`src/rtl/ubg_pkg.sv`:
```
package ubg_pkg;

  typedef enum logic [1:0] {
    UBG_M_OVS    = 2'd0,
    UBG_M_EXT    = 2'd1,
    UBG_M_DIRECT = 2'd2
  } ubg_mode_e;

  // Mode selection from the two control bits.
  function automatic ubg_mode_e ubg_decode(input logic ext_en, input logic one_x);
    if (!ext_en)     return UBG_M_OVS;
    else if (!one_x) return UBG_M_EXT;
    else             return UBG_M_DIRECT;
  endfunction

  function automatic logic ubg_below(input int unsigned v, input int unsigned floor_v);
    return v < floor_v;
  endfunction

  function automatic int unsigned ubg_raise(input int unsigned v, input int unsigned floor_v);
    return (v < floor_v) ? floor_v : v;
  endfunction

  // Number of sample ticks per bit in each mode.
  function automatic int unsigned ubg_bit_len(input ubg_mode_e m, input int unsigned b,
                                              input int unsigned ovs);
    case (m)
      UBG_M_OVS: return ovs;
      UBG_M_EXT: return b + 1;
      default:   return 1;
    endcase
  endfunction

endpackage

```
`src/rtl/ubg_cfg.sv`:
```
module ubg_cfg
  import ubg_pkg::*;
#(
  parameter int A_W   = 16,
  parameter int B_W   = 4,
  parameter int B_MIN = 8,
  parameter int A_MIN = 3
) (
  input  logic           clk,
  input  logic           rst_n,
  input  logic           wr,
  input  logic [A_W-1:0] a_in,
  input  logic [B_W-1:0] b_in,
  input  logic           ext_en,
  input  logic           one_x,
  output logic [A_W-1:0] eff_a,
  output logic [B_W-1:0] eff_b,
  output ubg_mode_e      mode,
  output logic           flag
);

  ubg_mode_e      nxt_mode;
  logic [A_W-1:0] nxt_a;
  logic [B_W-1:0] nxt_b;
  logic           nxt_flag;
  logic           b_low;
  logic           a_low;

  always_comb begin
    nxt_mode = ubg_decode(ext_en, one_x);
    b_low    = ubg_below(32'(b_in), B_MIN);
    a_low    = ubg_below(32'(a_in), A_MIN);
    nxt_a    = a_in;
    nxt_b    = b_in;
    nxt_flag = 1'b0;
    if (nxt_mode == UBG_M_EXT && b_low) begin
      nxt_b    = B_W'(ubg_raise(32'(b_in), B_MIN));
      nxt_flag = 1'b1;
    end
    if (nxt_mode == UBG_M_DIRECT && a_low) begin
      nxt_a    = A_W'(ubg_raise(32'(a_in), A_MIN));
      nxt_flag = 1'b1;
    end
  end

  always_ff @(posedge clk or negedge rst_n) begin
    if (!rst_n) begin
      eff_a <= '0;
      eff_b <= '0;
      mode  <= UBG_M_OVS;
      flag  <= 1'b0;
    end else if (wr) begin
      eff_a <= nxt_a;
      eff_b <= nxt_b;
      mode  <= nxt_mode;
      flag  <= nxt_flag;
    end
  end

endmodule

```
`src/rtl/ubg_prescale.sv`:
```
module ubg_prescale #(
  parameter int A_W = 16,
  localparam int P_W = A_W + 1
) (
  input  logic           clk,
  input  logic           rst_n,
  input  logic           restart,
  input  logic [A_W-1:0] eff_a,
  output logic [P_W-1:0] pcnt,
  output logic           tick
);

  logic [P_W-1:0] last_q;
  logic           hit;

  assign last_q = P_W'(eff_a) + P_W'(1);
  assign hit    = (pcnt == last_q);
  assign tick   = hit & ~restart;

  always_ff @(posedge clk or negedge rst_n) begin
    if (!rst_n)       pcnt <= '0;
    else if (restart) pcnt <= '0;
    else if (hit)     pcnt <= '0;
    else              pcnt <= pcnt + P_W'(1);
  end

endmodule

```
`src/rtl/ubg_bitdiv.sv`:
```
module ubg_bitdiv #(
  parameter int BD_W = 4
) (
  input  logic            clk,
  input  logic            rst_n,
  input  logic            restart,
  input  logic            sample_tick,
  input  logic [BD_W-1:0] len_m1,
  output logic [BD_W-1:0] bcnt,
  output logic            tick
);

  logic at_end;

  assign at_end = (bcnt == len_m1);
  assign tick   = sample_tick & at_end;

  always_ff @(posedge clk or negedge rst_n) begin
    if (!rst_n)           bcnt <= '0;
    else if (restart)     bcnt <= '0;
    else if (sample_tick) bcnt <= at_end ? '0 : bcnt + BD_W'(1);
  end

endmodule

```
`src/rtl/uart_baud_gen.sv`:
```
module uart_baud_gen
  import ubg_pkg::*;
#(
  parameter int A_W   = 16,
  parameter int B_W   = 4,
  parameter int OVS   = 16,
  parameter int B_MIN = 8,
  parameter int A_MIN = 3
) (
  input  logic           clk,
  input  logic           rst_n,
  input  logic           cfg_wr,
  input  logic [A_W-1:0] cfg_div_a,
  input  logic [B_W-1:0] cfg_div_b,
  input  logic           cfg_ext_en,
  input  logic           cfg_one_x,
  output logic           sample_tick,
  output logic           bit_tick,
  output logic           clamp_flag
);

  localparam int P_W    = A_W + 1;
  localparam int BL_MAX = (OVS > (1 << B_W)) ? OVS : (1 << B_W);
  localparam int BD_W   = (BL_MAX > 2) ? $clog2(BL_MAX) : 1;

  logic [A_W-1:0]  eff_a;
  logic [B_W-1:0]  eff_b;
  ubg_mode_e       mode_q;
  logic [P_W-1:0]  pcnt;
  logic [BD_W-1:0] bcnt;
  logic [BD_W-1:0] len_m1;

  ubg_cfg #(
    .A_W(A_W), .B_W(B_W), .B_MIN(B_MIN), .A_MIN(A_MIN)
  ) u_cfg (
    .clk    (clk),
    .rst_n  (rst_n),
    .wr     (cfg_wr),
    .a_in   (cfg_div_a),
    .b_in   (cfg_div_b),
    .ext_en (cfg_ext_en),
    .one_x  (cfg_one_x),
    .eff_a  (eff_a),
    .eff_b  (eff_b),
    .mode   (mode_q),
    .flag   (clamp_flag)
  );

  assign len_m1 = BD_W'(ubg_bit_len(mode_q, 32'(eff_b), OVS) - 1);

  ubg_prescale #(.A_W(A_W)) u_pre (
    .clk     (clk),
    .rst_n   (rst_n),
    .restart (cfg_wr),
    .eff_a   (eff_a),
    .pcnt    (pcnt),
    .tick    (sample_tick)
  );

  ubg_bitdiv #(.BD_W(BD_W)) u_bit (
    .clk         (clk),
    .rst_n       (rst_n),
    .restart     (cfg_wr),
    .sample_tick (sample_tick),
    .len_m1      (len_m1),
    .bcnt        (bcnt),
    .tick        (bit_tick)
  );

endmodule

```
`config.mk`:
```
export PLATFORM = sky130hd
export DESIGN_NAME = uart_baud_gen
export DESIGN_NICKNAME = d
export VERILOG_FILES = /design/src/rtl/ubg_pkg.sv /design/src/rtl/ubg_cfg.sv /design/src/rtl/ubg_prescale.sv /design/src/rtl/ubg_bitdiv.sv /design/src/rtl/uart_baud_gen.sv
export SDC_FILE = /design/constraint.sdc
export NUM_CORES = 1
export LEC_CHECK = 0
export ABC_AREA = 1
export BUFFER_PORTS_ARGS = -buffer_cell sky130_fd_sc_hd__buf_2
export CAP_MARGIN = 20
export CORE_MARGIN = 2
export CORE_UTILIZATION = 59
export CTS_CLUSTER_SIZE = 24
export DETAILED_ROUTE_END_ITERATION = 6
export GPL_ROUTABILITY_DRIVEN = 0
export PLACE_DENSITY_LB_ADDON = 0.05
export SYNTH_ARGS = -nofsm -noshare
export SYNTH_HDL_FRONTEND = slang
export SYNTH_SLANG_ARGS = --single-unit
```
`constraint.sdc`:
```
create_clock -name clk -period 3.88 [get_ports clk]
set_clock_uncertainty 0.2 [all_clocks]
set_input_delay 0.776 -clock clk [delete_from_list [all_inputs] [get_ports clk]]
set_output_delay 0.776 -clock clk [all_outputs]
set_load 0.02 [all_outputs]
```
* Word level (Yosys, flattened, before mapping)
Cells that the tools add are included.
Cells by class: $lt $le $gt $ge 2, reductions and logical operators 4, equal/unequal tests 5, shift operators 0, bitwise operators 3, $mul 0, muxes and demuxes 14, divide/modulo/power cells 0, $add $sub $neg 5
Operators by type and width (number):
- $mux 17 | 2
- $mux 16 | 2
- $mux 4 | 5
- $add 16x1->17 const B | 1
- $add 17x1->17 const B | 1
- $eq 17x17->1 | 1
- $lt 16x2->1 const B | 1
- $add 4x1->4 const B | 2
- $pmux 4 s2 | 1
- $eq 2x1->1 const B | 2
- $eq 4x4->1 | 1
- $lt 4x4->1 const B | 1
- $mux 2 | 2
- $sub 4x1->4 const B | 1
- $and 1x1->1 | 2
- $eq 2x2->1 const B | 1
- $logic_and 1x1->1 | 2
- $logic_not 2->1 | 1
- $mux 1 | 2
- $reduce_bool 2->1 | 1
- $not 1->1 | 1
Storage, ports and cells: input bits 25, bits in latches 0, RAM bits 0, bits in registers 44, bits in read-only memories 0, memories kept 0, word-level logic and storage cells 39

* Logic depth before layout (Yosys ltp)
depth in word-level cells 7, mapped depth 15, mapped depth without buffers 14

* Cells and area by module
Synthesis repeated with hierarchy kept, for this count alone.
Unflattened totals: cell total of the unflattened synthesis 511, area, all modules 3256.9 um^2
Modules (own cells, without submodules):
- ubg_prescale | cells an instance 310, area each 1826.8 um^2, times used 1
- ubg_cfg | cells an instance 114, area each 935.9 um^2, times used 1
- ubg_bitdiv | cells an instance 52, area each 315.3 um^2, times used 1
- uart_baud_gen | cells an instance 35, area each 178.9 um^2, times used 1

* Worst setup path before layout
OpenSTA, ideal clock, no wires.
kind reg2out, start register u_cfg.eff_b[0], end output port bit_tick, data required time 2.904 ns, arrival time 1.832 ns, path slack 1.072 ns, stages on the path, launching flop included 9, cells stage by stage dfrtp_1 > ha_1 > nand2_1 > ha_1 > xor2_1 > nand3_1 > nor2_1 > nand2_1 > nor2_1
Between the ends: longest elaborated chain between the ends 5
RTL lines:
- from (decl) | line ubg_cfg.sv:17 | output logic [B_W-1:0] eff_b,
- from (signal assigned) | line ubg_cfg.sv:54 | eff_b <= nxt_b;
- $add 4x1->4 | line ubg_pkg.sv:29 | UBG_M_EXT: return b + 1;
- $pmux 4 s2 | line ubg_pkg.sv:27 | case (m)
- $sub 4x1->4 | line uart_baud_gen.sv:49 | assign len_m1 = BD_W'(ubg_bit_len(mode_q, 32'(eff_b), OVS) - 1);
- $eq 4x4->1 | line ubg_bitdiv.sv:15 | assign at_end = (bcnt == len_m1);
- $and 1x1->1 | line ubg_bitdiv.sv:16 | assign tick = sample_tick & at_end;
- to (decl) | line uart_baud_gen.sv:18 | output logic bit_tick,
Every way passes these cells.

* Worst setup path after layout
start register u_cfg.eff_a[1], end output port bit_tick
Between the ends: longest elaborated chain between the ends 4
RTL lines:
- from (decl) | line ubg_cfg.sv:16 | output logic [A_W-1:0] eff_a,
- from (signal assigned) | line ubg_cfg.sv:53 | eff_a <= nxt_a;
- $add 16x1->17 | line ubg_prescale.sv:16 | assign last_q = P_W'(eff_a) + P_W'(1);
- $eq 17x17->1 | line ubg_prescale.sv:17 | assign hit = (pcnt == last_q);
- $and 1x1->1 | line ubg_prescale.sv:18 | assign tick = hit & ~restart;
- $and 1x1->1 | line ubg_bitdiv.sv:16
Every way passes these cells.

==> summary.txt <==
Finish
  – P&R area growth vs syn: 10.2%
  – Commonest cells after routing, fill and taps aside: nand2_1, inv_1, nor2_1
  – Reg area: 1100 um2
  – Area occupied by multi-input gates: 1740 um2
  – # nets final: 504
  – Filler Cell Count: 485
  – Commonest non-fill, non-tap cell in the layout: nand2_1
  – Layout cell share with drive strength beyond 1: 0.135
  – Diode count: 0
  – Util after Layout: 0.667

Route
  – Routed vias/inst: 5.25
  – DR pass1 iterations: 4
  – DRC viols: 0
  – Antenna-violating nets left: 0
  – WL/cell: 12.7 um
  – Initial DRC count: 159
  – Wirelength, routed: 6.92 mm
  – Via count: 2856

STA
  – Final Hold Violating Endpoints: 0
  – Worst slew pin tran: 697 ps
  – Fin. max-slew vios: 0
  – Hold WS: 253 ps
  – # setup viols final: 0
  – Final worst slack: 603 ps
  – RSZ-0062 raised after global routing: false
  – Crit path time final: 3280 ps
  – Max-slew headroom: 0.531
  – Maximum operating frequency: 0.305 GHz
  – Post-route setup TNS: 0 ps
  – Final period util: 0.845

Critical path
  – Req. time, crit path: 2900 ps
  – Critical path type: flop to output pin
  – Max FO, Critical Path: 4
  – CP Capture Type: output pin
  – Startpoint types: flop
  – R2r setup slk: 1470 ps
  – WP data arrival: 2300 ps

Pwr
  – Power per standard cell area: 304 nW/um2
  – Leak pwr: 0.00166 uW
  – Peak VDD IR: 0.190 mV

Clock network
  – Worst-Skew Late Latency: 300 ps
  – Cts repair resizes: 0
  – CTS buffer count: 5
  – Sink Count: 44
  – CTS Buffer Depth: 2
  – H-tree Lvls: 2
  – CTS tree: yes
  – Hold-fix buffers at CTS: 0
  – Clock transition at path regs: 80 ps
  – Clock root buffer: clkbuf_8
  – Setup Buffers After CTS: 0

Synthesis
  – Syn nets: 474
  – Sequential area share after synthesis: 0.358
  – #FFs+latches synth: 44
  – Synth Area per Inst: 6.92 um2
  – Post-Syn Instances: 444
  – Synthesis Warnings: 0
  – Synth Cell Area: 3070 um2
  – Netlist cell types: 30

GRT
  – First-pass GRT wire length: 12.1 mm
  – Grt ovf: 0
  – Met2 Track Usage GR: 0.439
  – Initial antenna violation count: 0
  – Vias in the first global route: 2728
  – Largest net degree at the start of global routing: 45
  – M3 GR Usage: 0.0344
  – Top Usage Layer GRT: met2
  – GR Util met1: 0.344
  – Gr usage total: 0.257

Die
  – Core ar.: 5070 um2
  – Starting Density: 0.606
  – Width of the die: 76.2 um
  – IO Pins: 28
  – Die area: 5800 um2
  – Num rows: 26
  – Die H: 76.2 um

Place
  – IO buf count: 27
  – DPL Wire Length: 5.28 mm
  – Place WS: 970 ps

Outcome
  – Run status: complete, no violations

Worst hold path
  – HP Class: primary input to async pin

Run
  – Max_cap viols: 0
-- worst max-delay path: stages (launching register included) --
cell	delay (ps)
dfrtp_1	390
ha_1	220
nand2_1	140
nor2_4	160
nand2_2	110
nor2_4	120
nor2_1	50
nor2_2	110
nand2_1	60
nor3_1	180
nand4_1	170
nor2_1	110
buf_2	160
-- power breakdown --
| part | total [uW] | switching [uW] | leakage [uW] | internal [uW] |
|---|---|---|---|---|
| registers | 510 | 28.0 | 0.000568 | 482 |
| logic | 211 | 134 | 0.00104 | 77.5 |
| clock network | 309 | 151 | 0.0000503 | 159 |
-- metal layers --
layer | vias to the layer above | wire length [um] | part of all wire
met5 | - | 0 | 0
met4 | 0 | 121 | 0.017
met3 | 13 | 226 | 0.033
met2 | 52 | 3310 | 0.48
met1 | 1304 | 3270 | 0.47
li1 | 1487 | - | -
-- final cells by class --
cell class / count / area share
tap: 70 / 0.0259
inverter: 51 / 0.0565
multi-input combinational: 343 / 0.514
sequential: 44 / 0.325
clock buffer: 7 / 0.0284
timing repair buffer: 29 / 0.0502
-- synthesized netlist by cell type (all sizes together) --
cell	count	share of area
nor2	64	0.10
o21bai	3	0.0085
clkinv	1	0.0012
o21ai	19	0.031
a2111oi	1	0.0029
dfrtp	44	0.36
a22oi	2	0.0049
buf	2	0.0081
a22o	2	0.0057
inv	50	0.061
xnor2	6	0.017
clkbuf	4	0.0049
nand4	17	0.035
and2	1	0.0020
xor2	14	0.040
nand2	144	0.18
a21oi	8	0.013
nor3	4	0.0065
nand3	45	0.077
nand3b	3	0.0073
or2	2	0.0041
nor4	3	0.0061
ha	5	0.020
-- path summary, 6_finish.rpt --
kind | start | end | depth (start not counted)
setup / recovery | u_cfg.eff_a[1] | bit_tick | 12
hold / removal | rst_n | u_cfg.eff_a[3] | 1
setup reg to reg | u_cfg.eff_a[1] | u_pre.pcnt[15] | 12
hold reg to reg | u_cfg.mode[1] | u_cfg.mode[1] | 2
max in group asynchronous | rst_n | u_cfg.flag | 2
min in group clk | u_cfg.mode[1] | u_cfg.mode[1] | 2
-- state kept, by name, summed over array words and instances, names as in the netlist --
| register | count |
|---|---|
| u_bit.bcnt | 4 |
| u_cfg.eff_a | 16 |
| u_cfg.eff_b | 4 |
| u_cfg.flag | 1 |
| u_cfg.mode | 2 |
| u_pre.pcnt | 17 |
-- stage by stage --
step	std cells	power, uW	area [um2]
after floorplan	444	666	3070
after global placement	536	721	3260
after detailed placement	536	726	3260
after CTS	543	1030	3360
after global routing	544	1090	3390
final	544	1030	3390
-- kinds of logic after synthesis --
logic type | after synthesis | share of synthesized area
fa+ha+maj | 5 | 0.0204
xor+xnor | 20 | 0.0570
compound gates | 35 | 0.0660
buf+inv | 57 | 0.0753
simple gates | 283 | 0.423
flops | 44 | 0.358
Power figures use the tool's default switching activity.
